===== config.mk =====
export PLATFORM = sky130hd
export DESIGN_NAME = ctm_xform
export DESIGN_NICKNAME = d
export VERILOG_FILES = /design/src/rtl/ctm_pkg.sv /design/src/rtl/ctm_regs.sv /design/src/rtl/ctm_channel.sv /design/src/rtl/ctm_s09_conv.sv /design/src/rtl/ctm_xform.sv
export SDC_FILE = /design/constraint.sdc
export NUM_CORES = 2
export LEC_CHECK = 0
export BUFFER_PORTS_ARGS = -buffer_cell sky130_fd_sc_hd__buf_4
export CAP_MARGIN = 20
export CORE_MARGIN = 5
export CORE_UTILIZATION = 45
export CTS_CLUSTER_SIZE = 12
export DETAILED_ROUTE_END_ITERATION = 12
export PLACE_DENSITY = 0.57
export SKIP_CTS_REPAIR_TIMING = 1
export SLEW_MARGIN = 15
export SYNTH_ARGS = -nofsm -noshare
export SYNTH_HDL_FRONTEND = slang
export SYNTH_SLANG_ARGS = --single-unit
export TNS_END_PERCENT = 20

===== constraint.sdc =====
create_clock -name clk -period 9.6 [get_ports clk]
set_clock_uncertainty 0.1 [all_clocks]
set_input_delay 0 -clock clk [delete_from_list [all_inputs] [get_ports clk]]
set_output_delay 0 -clock clk [all_outputs]
set_load 0.05 [all_outputs]

===== src/rtl/ctm_pkg.sv =====
`timescale 1ns/1ps
package ctm_pkg;
  localparam int PIX_W     = 8;
  localparam int COEF_W    = 10;
  localparam int FRAC_W    = COEF_W - 1;
  localparam int OFF_W     = 8;
  localparam int SEL_W     = 2;
  localparam int WORD_W    = 32;
  localparam int NUM_WORDS = 4;
  localparam int ADDR_W    = $clog2(NUM_WORDS);
  localparam int NUM_CH    = 3;
  localparam int ACC_W     = PIX_W + FRAC_W + 4;
  localparam int CTL_IDX   = 3;
  localparam int SEL_LSB   = 24;
  localparam int CLAMP_BIT = 31;
  localparam int CLAMP_LO  = 16;
  localparam int HI_RED    = 235;
  localparam int HI_CHROMA = 240;

  localparam logic signed [ACC_W-1:0] RND_HALF = ACC_W'(1 << (FRAC_W - 1));
  localparam logic signed [ACC_W-1:0] PIX_MAX  = ACC_W'((1 << PIX_W) - 1);

  // signed product of one pixel component with a sign-magnitude coefficient
  function automatic logic signed [ACC_W-1:0] mac_term(input logic [PIX_W-1:0] p,
                                                       input logic [COEF_W-1:0] c);
    logic [ACC_W-1:0] mag;
    mag = ACC_W'(p) * ACC_W'(c[FRAC_W-1:0]);
    return c[COEF_W-1] ? -$signed(mag) : $signed(mag);
  endfunction

  // round half up, then saturate to the pixel range
  function automatic logic [PIX_W-1:0] round_sat(input logic signed [ACC_W-1:0] acc);
    logic signed [ACC_W-1:0] q;
    q = (acc + RND_HALF) >>> FRAC_W;
    if (q < 0) return '0;
    if (q > PIX_MAX) return '1;
    return q[PIX_W-1:0];
  endfunction

  function automatic logic [PIX_W-1:0] range_limit(input logic [PIX_W-1:0] v,
                                                   input logic [PIX_W-1:0] lo,
                                                   input logic [PIX_W-1:0] hi);
    if (v < lo) return lo;
    if (v > hi) return hi;
    return v;
  endfunction

  // 64-bit sign-magnitude S31.32 to S0.9 with saturation
  function automatic logic [COEF_W-1:0] s31_to_s09(input logic [63:0] v);
    logic [FRAC_W-1:0] mag;
    mag = (|v[62:32]) ? '1 : v[31:32-FRAC_W];
    return {v[63], mag};
  endfunction
endpackage


===== src/rtl/ctm_regs.sv =====
`timescale 1ns/1ps
module ctm_regs import ctm_pkg::*; (
  input  logic                             clk,
  input  logic                             rst_n,
  input  logic                             wr_en,
  input  logic [ADDR_W-1:0]                wr_addr,
  input  logic [WORD_W-1:0]                wr_data,
  input  logic                             frame_start,
  output logic [NUM_WORDS-1:0][WORD_W-1:0] act_words
);
  logic [NUM_WORDS-1:0][WORD_W-1:0] shd_q;
  logic [NUM_WORDS-1:0][WORD_W-1:0] act_q;

  for (genvar w = 0; w < NUM_WORDS; w++) begin : g_word
    always_ff @(posedge clk) begin
      if (!rst_n) begin
        shd_q[w] <= '0;
        act_q[w] <= '0;
      end else begin
        if (wr_en && wr_addr == ADDR_W'(w)) shd_q[w] <= wr_data;
        if (frame_start) act_q[w] <= shd_q[w];
      end
    end
  end

  assign act_words = act_q;

  AST_ACT_HOLD: assert property (@(posedge clk) disable iff (!rst_n)
    !frame_start |=> $stable(act_q));
  AST_ACT_COMMIT: assert property (@(posedge clk) disable iff (!rst_n)
    frame_start |=> act_q == $past(shd_q));
  AST_SHD_HOLD: assert property (@(posedge clk) disable iff (!rst_n)
    !wr_en |=> $stable(shd_q));
endmodule


===== src/rtl/ctm_channel.sv =====
`timescale 1ns/1ps
module ctm_channel import ctm_pkg::*; #(
  parameter int HI_LIM = HI_CHROMA
) (
  input  logic [NUM_CH-1:0][PIX_W-1:0]  pix,
  input  logic [NUM_CH-1:0][COEF_W-1:0] coef,
  input  logic [OFF_W-1:0]              off,
  input  logic                          clamp_en,
  output logic [PIX_W-1:0]              y
);
  logic signed [ACC_W-1:0] off_ext;
  logic signed [ACC_W-1:0] acc;
  logic [PIX_W-1:0]        sat_v;

  assign off_ext = $signed({{(ACC_W-OFF_W){off[OFF_W-1]}}, off});

  always_comb begin
    acc = off_ext <<< FRAC_W;
    for (int i = 0; i < NUM_CH; i++) acc = acc + mac_term(pix[i], coef[i]);
    sat_v = round_sat(acc);
    y = clamp_en ? range_limit(sat_v, PIX_W'(CLAMP_LO), PIX_W'(HI_LIM)) : sat_v;
  end
endmodule


===== src/rtl/ctm_s09_conv.sv =====
`timescale 1ns/1ps
module ctm_s09_conv import ctm_pkg::*; (
  input  logic [63:0]       wide_in,
  output logic [COEF_W-1:0] coef_out
);
  assign coef_out = s31_to_s09(wide_in);
endmodule


===== src/rtl/ctm_xform.sv =====
`timescale 1ns/1ps
module ctm_xform import ctm_pkg::*; #(
  parameter int NUM_FIFO = 3
) (
  input  logic              clk,
  input  logic              rst_n,
  input  logic              cfg_wr_en,
  input  logic [ADDR_W-1:0] cfg_addr,
  input  logic [WORD_W-1:0] cfg_wdata,
  input  logic              frame_start,
  input  logic              in_valid,
  input  logic [SEL_W-1:0]  in_fifo,
  input  logic [PIX_W-1:0]  in_r,
  input  logic [PIX_W-1:0]  in_g,
  input  logic [PIX_W-1:0]  in_b,
  output logic              out_valid,
  output logic [SEL_W-1:0]  out_fifo,
  output logic [PIX_W-1:0]  out_r,
  output logic [PIX_W-1:0]  out_g,
  output logic [PIX_W-1:0]  out_b,
  input  logic [63:0]       conv_in,
  output logic [COEF_W-1:0] conv_out
);
  logic [NUM_WORDS-1:0][WORD_W-1:0]         act_words;
  logic [WORD_W-1:0]                        ctl;
  logic [SEL_W-1:0]                         sel;
  logic                                     clamp_en;
  logic [NUM_CH-1:0][PIX_W-1:0]             pix;
  logic [NUM_CH-1:0][PIX_W-1:0]             xf;
  logic [NUM_CH-1:0][NUM_CH-1:0][COEF_W-1:0] coef; // [out][in]
  logic                                     hit;
  logic                                     hit_q;
  logic                                     clamp_q;
  logic                                     unused_bits;

  ctm_regs u_regs (
    .clk(clk), .rst_n(rst_n), .wr_en(cfg_wr_en), .wr_addr(cfg_addr),
    .wr_data(cfg_wdata), .frame_start(frame_start), .act_words(act_words)
  );

  assign ctl      = act_words[CTL_IDX];
  assign sel      = ctl[SEL_LSB +: SEL_W];
  assign clamp_en = ctl[CLAMP_BIT];
  assign unused_bits = ^{ctl[30:26], act_words[0][31:30], act_words[1][31:30], act_words[2][31:30]};

  assign pix[0] = in_r;
  assign pix[1] = in_g;
  assign pix[2] = in_b;

  for (genvar o = 0; o < NUM_CH; o++) begin : g_out
    for (genvar i = 0; i < NUM_CH; i++) begin : g_in
      // input red lives in word 2, blue in word 0; output red in the top field
      assign coef[o][i] = act_words[NUM_CH-1-i][(NUM_CH-1-o)*COEF_W +: COEF_W];
    end
    ctm_channel #(.HI_LIM(o == 0 ? HI_RED : HI_CHROMA)) u_ch (
      .pix(pix), .coef(coef[o]), .off(ctl[(NUM_CH-1-o)*OFF_W +: OFF_W]),
      .clamp_en(clamp_en), .y(xf[o])
    );
  end

  assign hit = in_valid && (sel != '0) && (int'(sel) <= NUM_FIFO) &&
               (in_fifo == sel - SEL_W'(1));

  always_ff @(posedge clk) begin
    if (!rst_n) begin
      out_valid <= 1'b0;
      out_fifo  <= '0;
      out_r     <= '0;
      out_g     <= '0;
      out_b     <= '0;
      hit_q     <= 1'b0;
      clamp_q   <= 1'b0;
    end else begin
      out_valid <= in_valid;
      hit_q     <= hit;
      clamp_q   <= clamp_en;
      if (in_valid) begin
        out_fifo <= in_fifo;
        out_r    <= hit ? xf[0] : in_r;
        out_g    <= hit ? xf[1] : in_g;
        out_b    <= hit ? xf[2] : in_b;
      end
    end
  end

  ctm_s09_conv u_conv (.wide_in(conv_in), .coef_out(conv_out));

  AST_PASS_THRU: assert property (@(posedge clk) disable iff (!rst_n)
    (in_valid && !hit) |=> (out_r == $past(in_r) && out_g == $past(in_g) && out_b == $past(in_b)));
  AST_CLAMP_RED: assert property (@(posedge clk) disable iff (!rst_n)
    (out_valid && hit_q && clamp_q) |-> (out_r >= 8'd16 && out_r <= 8'd235));
  AST_CLAMP_GB: assert property (@(posedge clk) disable iff (!rst_n)
    (out_valid && hit_q && clamp_q) |-> (out_g >= 8'd16 && out_g <= 8'd240 && out_b >= 8'd16 && out_b <= 8'd240));
  AST_TAG_DELAY: assert property (@(posedge clk) disable iff (!rst_n)
    in_valid |=> (out_valid && out_fifo == $past(in_fifo)));
  AST_NO_MATCH_FIFO3: assert property (@(posedge clk) disable iff (!rst_n)
    (in_valid && in_fifo == 2'd3) |=> !hit_q);
  AST_CONV_SAT: assert property (@(posedge clk) disable iff (!rst_n)
    (conv_in[62:32] != '0) |-> (conv_out[8:0] == 9'h1FF && conv_out[9] == conv_in[63]));
endmodule


[Yosys cells after proc, flatten, opt, wreduce, memory -nomap -nowiden]
Index checks and enable logic that the tools add are counted.
Word-level totals
  output and inout bits: 37
  bits in registers: 271
  word-level logic and storage cells: 127
  input port bits: 129
Operators by class
  muxes and demuxes: 58
  eq/ne operators: 4
  add/subtract/negate cells: 22
  magnitude comparators: 12
  multipliers: 9
  reduce and logical (&&, ||, !) cells: 9
Operators with widths (number)
  $mux W8: 30
  $mux W21: 9
  $neg A17 Y21: 9
  $mul A8 B9 Y17: 9
  $add A21 B21 Y21: 6
  $add A17 B21 Y21: 3
  $add A21 B10 Y21 const B: 3
  $gt A12 B9 Y1 const B: 3
  $lt A12 B1 Y1 const B: 3
  $reduce_or A31 Y1: 1
  $gt A8 B8 Y1 const B: 3
  $lt A8 B5 Y1 const B: 3
  $mux W1: 18
  $mux W9: 1
  $logic_and A1 B1 Y1: 6
  $eq A2 B2 Y1 const B: 2
  $eq A2 B1 Y1 const B: 1
  $eq A2 B2 Y1: 1
  $logic_not A2 Y1: 1
  $reduce_bool A2 Y1: 1
  $sub A2 B1 Y2 const B: 1

[Depth between registers and ports, before layout]
  depth in word-level cells: 19
  depth in mapped cells: 38
  gate-level depth less buffers: 35

[By module]
A second synthesis with hierarchy kept.
Second synthesis, totals
  cells, all modules: 4693
  area total of the unflattened synthesis: 41263.3 µm²
Modules (own cells, without submodules)
  ctm_channel at g_out[0].u_ch: times used 1, seq. area each 0.0 µm², area an instance 10218.6 µm², cells an instance 1247
  ctm_channel at g_out[1].u_ch: times used 1, seq. area each 0.0 µm², area an instance 9955.8 µm², cells an instance 1201
  ctm_channel at g_out[2].u_ch: times used 1, seq. area each 0.0 µm², area an instance 9885.7 µm², cells an instance 1199
  ctm_regs: times used 1, seq. area each 5124.9 µm², area an instance 9625.5 µm², cells an instance 865
  ctm_xform: times used 1, seq. area each 540.5 µm², area an instance 1413.9 µm², cells an instance 159
  ctm_s09_conv: times used 1, seq. area each 0.0 µm², area an instance 163.9 µm², cells an instance 22

[Worst setup path before layout]
Ideal clock, no wire load.
  path type: input to register
  start: input in_g[7]
  end: register out_r[0]
  data required time: 9.442 ns
  buffers on the path: 3
  path slack: 0.814 ns
  stages: 33
  setup time: 0.058 ns
  data arrival time: 8.628 ns
  path through: clkbuf_1 clkbuf_1 nand2_1 fa_1 fa_1 inv_1 fa_1 inv_1 fa_1 inv_1 ha_1 clkbuf_1 a2111o_1 a21oi_1 xnor2_1 or2_2 or4_1 o31ai_1 xnor2_1 fa_1 inv_1 fa_1 inv_1 ha_1 and2_1 a221o_1 a41o_1 a221o_1 a21oi_1 xnor3_2 a41o_4 a31oi_1 o21a_1
On the way
  longest elaborated chain between the ends: 18
  elaborated cells between the ends (all ways): 24
  those cells by class: add/sub (4); mul (1); order compare (4); mux (15)
Ends and longest elaborated chain
  from (decl): line ctm_xform.sv:14  | input logic [PIX_W-1:0] in_g,
  $mul A8 B9 Y17 *: line ctm_pkg.sv:27  | mag = ACC_W'(p) * ACC_W'(c[FRAC_W-1:0]);
  $neg A17 Y21: line ctm_pkg.sv:28  | return c[COEF_W-1] ? -$signed(mag) : $signed(mag);
  $mux W21 *: line ctm_pkg.sv:28
  $add A21 B21 Y21 * (2 in a row): line ctm_channel.sv:19  | for (int i = 0; i < NUM_CH; i++) acc = acc + mac_term(pix[i], coef[i]);
  $add A21 B10 Y21 *: line ctm_pkg.sv:34  | q = (acc + RND_HALF) >>> FRAC_W;
  $gt A12 B9 Y1: line ctm_pkg.sv:36  | if (q > PIX_MAX) return '1;
  $mux W1 (2 in a row): line ctm_pkg.sv:36
  $mux W8: line ctm_pkg.sv:37  | return q[PIX_W-1:0];
  $mux W8 *: line ctm_pkg.sv:36
  $gt A8 B8 Y1: line ctm_pkg.sv:44  | if (v > hi) return hi;
  $mux W1 (2 in a row): line ctm_pkg.sv:44
  $mux W8: line ctm_pkg.sv:45  | return v;
  $mux W8: line ctm_pkg.sv:44
  $mux W8 *: line ctm_channel.sv:21  | y = clamp_en ? range_limit(sat_v, PIX_W'(CLAMP_LO), PIX_W'(HI_LIM)) : sat_v;
  $mux W8 *: line ctm_xform.sv:79  | out_r <= hit ? xf[0] : in_r;
  to (signal assigned): line ctm_xform.sv:79
  to (decl): line ctm_xform.sv:18  | output logic [PIX_W-1:0] out_r,
Mark *: on every way between the ends. The rest lies on a longest branch, timed or not. The select of a mux whose other input is x is not followed.
A chain may end at the register's enable or synchronous reset.

[Worst setup path in the final report]
  start: register u_regs.act_q (netlist bit u_regs.act_words[55])
  end: register out_r[0]
On the way
  longest elaborated chain between the ends: 18
  elaborated cells between the ends (all ways): 24
  those cells by class: add/sub (4); mul (1); order compare (4); mux (15)
Ends and longest elaborated chain
  from (decl): line ctm_regs.sv:12  | logic [NUM_WORDS-1:0][WORD_W-1:0] act_q;
  from (signal, indexed assignment): line ctm_regs.sv:21  | if (frame_start) act_q[w] <= shd_q[w];
  $mul A8 B9 Y17 *: line ctm_pkg.sv:27
  $neg A17 Y21: line ctm_pkg.sv:28
  $mux W21 *: line ctm_pkg.sv:28
  $add A21 B21 Y21 * (2 in a row): line ctm_channel.sv:19
  $add A21 B10 Y21 *: line ctm_pkg.sv:34
  $gt A12 B9 Y1: line ctm_pkg.sv:36
  $mux W1 (2 in a row): line ctm_pkg.sv:36
  $mux W8: line ctm_pkg.sv:37
  $mux W8 *: line ctm_pkg.sv:36
  $gt A8 B8 Y1: line ctm_pkg.sv:44
  $mux W1 (2 in a row): line ctm_pkg.sv:44
  $mux W8: line ctm_pkg.sv:45
  $mux W8: line ctm_pkg.sv:44
  $mux W8 *: line ctm_channel.sv:21
  $mux W8 *: line ctm_xform.sv:79
Marked as above.

==> results.md <==
- Result of the run: finished with violations
- Failing checks: hold timing
- Total detailed-routing wirelength: 107000 um
- Post-synth EDFFs: 0
- Cell with the largest stage delay on the worst path: fa_1
- Setup Viol. Count Final: 0
- Post-synthesis compound-gate area fraction: a little under an eighth
- Area of the placeable core: 86600 um2
- Final critical-path share of the clock period: a little over nine tenths
- Nets in the synthesized netlist: 5634
- Grt total ovfl: 0
- Clock Sink Count: 261
- Wire length of the first global-routing pass: ~170000 um
- Top FF cell, synth: dfxtp_1
- Via count of the first global-routing pass: 30600
- Count of final hold-check violations: 1
- Effective utilization at floorplan: around 45%
- Dominant combinational cell family by area after synthesis: adder cells
- Max Cap Violations: 0
- Basic-gate share of the synthesized area counting and, or, nand and nor cells: 19.6%
- Chip width: between 300 and 400 um
- Required time of the critical path: 9.99 ns
- Maximum vdd ir drop: 0.000133 V
- Maximum count of clock buffers along a single path: 3
- Io pins: 166
- Area of the mapped netlist: 39200 um2
- Kind of end point of the critical path: flip-flop
- Power per Cell Area: 78.5 nW/um2
- Yosys Warn Count: 0
- Area used by multi-input combinational logic: 30700 um2
- Headroom to the max-slew limit: 25.2%
- Avg Vias per Cell: between 5 and 6
- Final core area utilization: 49.4%
- Antenna-violating nets left: 0
- Fin Setup TNS: 0 ns
- Adder-cell share of the synthesized area: 37.2%
- Post-synthesis sequential area ratio: between 10% and 20%
- CTS Root Cell: clkbuf_16
- Area growth from synthesis to final layout: 9.17%
- CP Class: flip-flop to flip-flop
- Ratio of cells with drive above 1 in the final layout: 6.19%
- Register area: 5230 um2
- Overall global routing resource usage: 22.6%
- Class of the most critical hold timing path: primary input to flip-flop
- Slew at the pin closest to its max-slew limit: 1.12 ns
- Leakage power: roughly 21 nW
- Final-report max-slew violation count: 0
- Maximum fanout count along the critical path: 10
- Average instance area after synthesis: 8.49 um2
- CTS H-Tree Depth: 2
- Startpoint type of the worst setup path: flip-flop
- Clock input transition at the sequential cells of the worst setup and hold paths: 0.06 ns
- Die Y-Extent: 305 um
- Overall Power: 0.00336 W
- Number of DRC violations after detailed routing: 0
- Minimum clock period after layout: 9.14 ns
- Min Hold Slack: -0.0434 ns
- HPWL Detailed: 82300 um
- Clock tree from TritonCTS: yes
- Critical path data arrival time: 9.53 ns
- Post-synthesis cell count: 4619
- Overall via count from detail_route: slightly above 30000
- Total Nets Final: 5674
- Initial antenna violation count: 5
- Final routed wire length divided by cell count: ~18 um
- Number of DRC markers in iteration 0: 1706
- I/O Buffers: roughly 140
- Number of rows in the core area: about 110
- Post-synth ARST share: 0%
- Crit-path max cell delay: 0.53 ns
- Gpl congestion: 0.859
- Clock Latency Late Sink: 0.56 ns
- XOR/XNOR Fraction of Synth Area: around 6.3%
- Portion of netlist area occupied by mux cells: 3.56%
- Floorplan die area: 93100 um2
- Max Freq: 109 MHz
- RSZ-0062 raised after global routing: false
- Filler Cells Inserted: 8478
- Netlist cell types: 92
- Antenna diode count: 0
- Post-synthesis register bit count: 261
- Largest net degree at the start of global routing: 96
- Drt first pass iters: 8
- Clock buffer count from CTS: 36
[where the power goes]
group          leakage (nW)  switching, W  internal [W]
Sequential             2.12     0.0000346       0.00111
Combinational          18.7      0.000522      0.000327
Clock                 0.568      0.000562      0.000799
[flip-flops by register name, indices dropped and copies added, names as in the netlist]
signal	count
u_regs.act_words	117
out_r	8
out_g	8
out_fifo	2
out_b	8
u_regs.shd_q	117
out_valid	1
[kinds of logic (layout without fill, tap and decap cells)]
| family | count (synthesis) | after routing |
|---|---|---|
| compound gates | 653 | 653 |
| flops | 261 | 261 |
| buf+inv | 875 | 942 |
| mux | 138 | 138 |
| simple gates | 1528 | 1528 |
| fa+ha+maj | 886 | 886 |
| xor+xnor | 278 | 278 |
[critical path, delay by kind of cell, from the launching register on]
family,cells,cell delay (ns)
simple gates,4,1.21
compound gates,10,2.58
xor+xnor,3,0.77
fa+ha+maj,8,3.72
buf+inv,6,0.29
flops,1,0.39
[final cells by class]
type | instances | area share, %
Sequential cell | 261 | 12.2
Multi-Input combinational cell | 3483 | 71.8
Inverter | 661 | 5.80
Tap cell | 1155 | 3.38
Clock buffer | 47 | 2.34
Timing Repair Buffer | 216 | 4.08
Clock inverter | 18 | 0.406
[cells in the final DEF, fill, tap and decap left out, types with 11 or more instances in the layout]
| cell | n |
|---|---|
| a211o_1 | 11 |
| a211oi_1 | 25 |
| a21boi_0 | 118 |
| a21o_1 | 47 |
| a21oi_1 | 112 |
| a31oi_1 | 16 |
| and2_1 | 379 |
| and3_1 | 12 |
| buf_4 | 167 |
| clkbuf_16 | 37 |
| dfxtp_1 | 258 |
| dlygate4sd3_1 | 47 |
| fa_1 | 468 |
| ha_1 | 418 |
| inv_1 | 661 |
| mux2_2 | 11 |
| mux2i_1 | 127 |
| nand2_1 | 676 |
| nand2b_1 | 31 |
| nand3_1 | 40 |
| nand4_1 | 11 |
| nor2_1 | 74 |
| nor2b_1 | 140 |
| nor3_1 | 40 |
| nor4_1 | 18 |
| o211ai_1 | 14 |
| o21a_1 | 38 |
| o21ai_0 | 124 |
| o21bai_1 | 22 |
| o31ai_1 | 28 |
| or2_2 | 12 |
| or3_1 | 48 |
| xnor2_1 | 179 |
| xor2_1 | 96 |
[cell usage after synthesis (75+ instances only)]
master      n  area (um2)
fa_1      468        9370
clkbuf_1  185         694
xor2_1     96         841
xnor2_1   179        1570
nor2_1     75         282
inv_1     661        2480
dfxtp_1   261        5230
nand2_1   676        2540
a21boi_0  118         886
o21ai_0   125         626
ha_1      418        5230
nor2b_1   140         876
a21oi_1   112         561
mux2i_1   127        1270
and2_1    379        2370
[routing by layer]
metal / GRT usage, % / part of all wire, % / wire [um]
met1: 31.0 / 45 / 48400
met3: 3.63 / 5.8 / 6240
met4: 5.85 / 2.7 / 2930
met2: 37.8 / 46 / 49600
met5: 0 / 0 / 0
[per-stage QoR]
step | cell area [um2] | hold slack [ns] | instances | setup WS [ns]
final | 42800 | -0.0434 | 5841 | 0.459
after global routing | 42800 | 0.00260 | 5841 | 0.0174
after CTS | 42300 | -0.393 | 5794 | 0.306
after detailed placement | 41100 | -0.0997 | 5729 | 0.291
after global placement | 41100 | -0.0997 | 5729 | 0.384
after floorplan | 39200 | 0.0449 | 4619 | 0.814
[final timing paths]
path / slack (ns) / end / startpoint / depth (start not counted)
setup / recovery: 0.46 / out_r[0] / u_regs.act_words[55] / 31
hold reg to reg: 0.36 / u_regs.shd_q[14] / u_regs.shd_q[14] / 2
setup reg to reg: 0.46 / out_r[0] / u_regs.act_words[55] / 31
hold / removal: -0.04 / out_r[0] / in_r[0] / 4
Note: power is estimated with default switching activity, not from simulation.
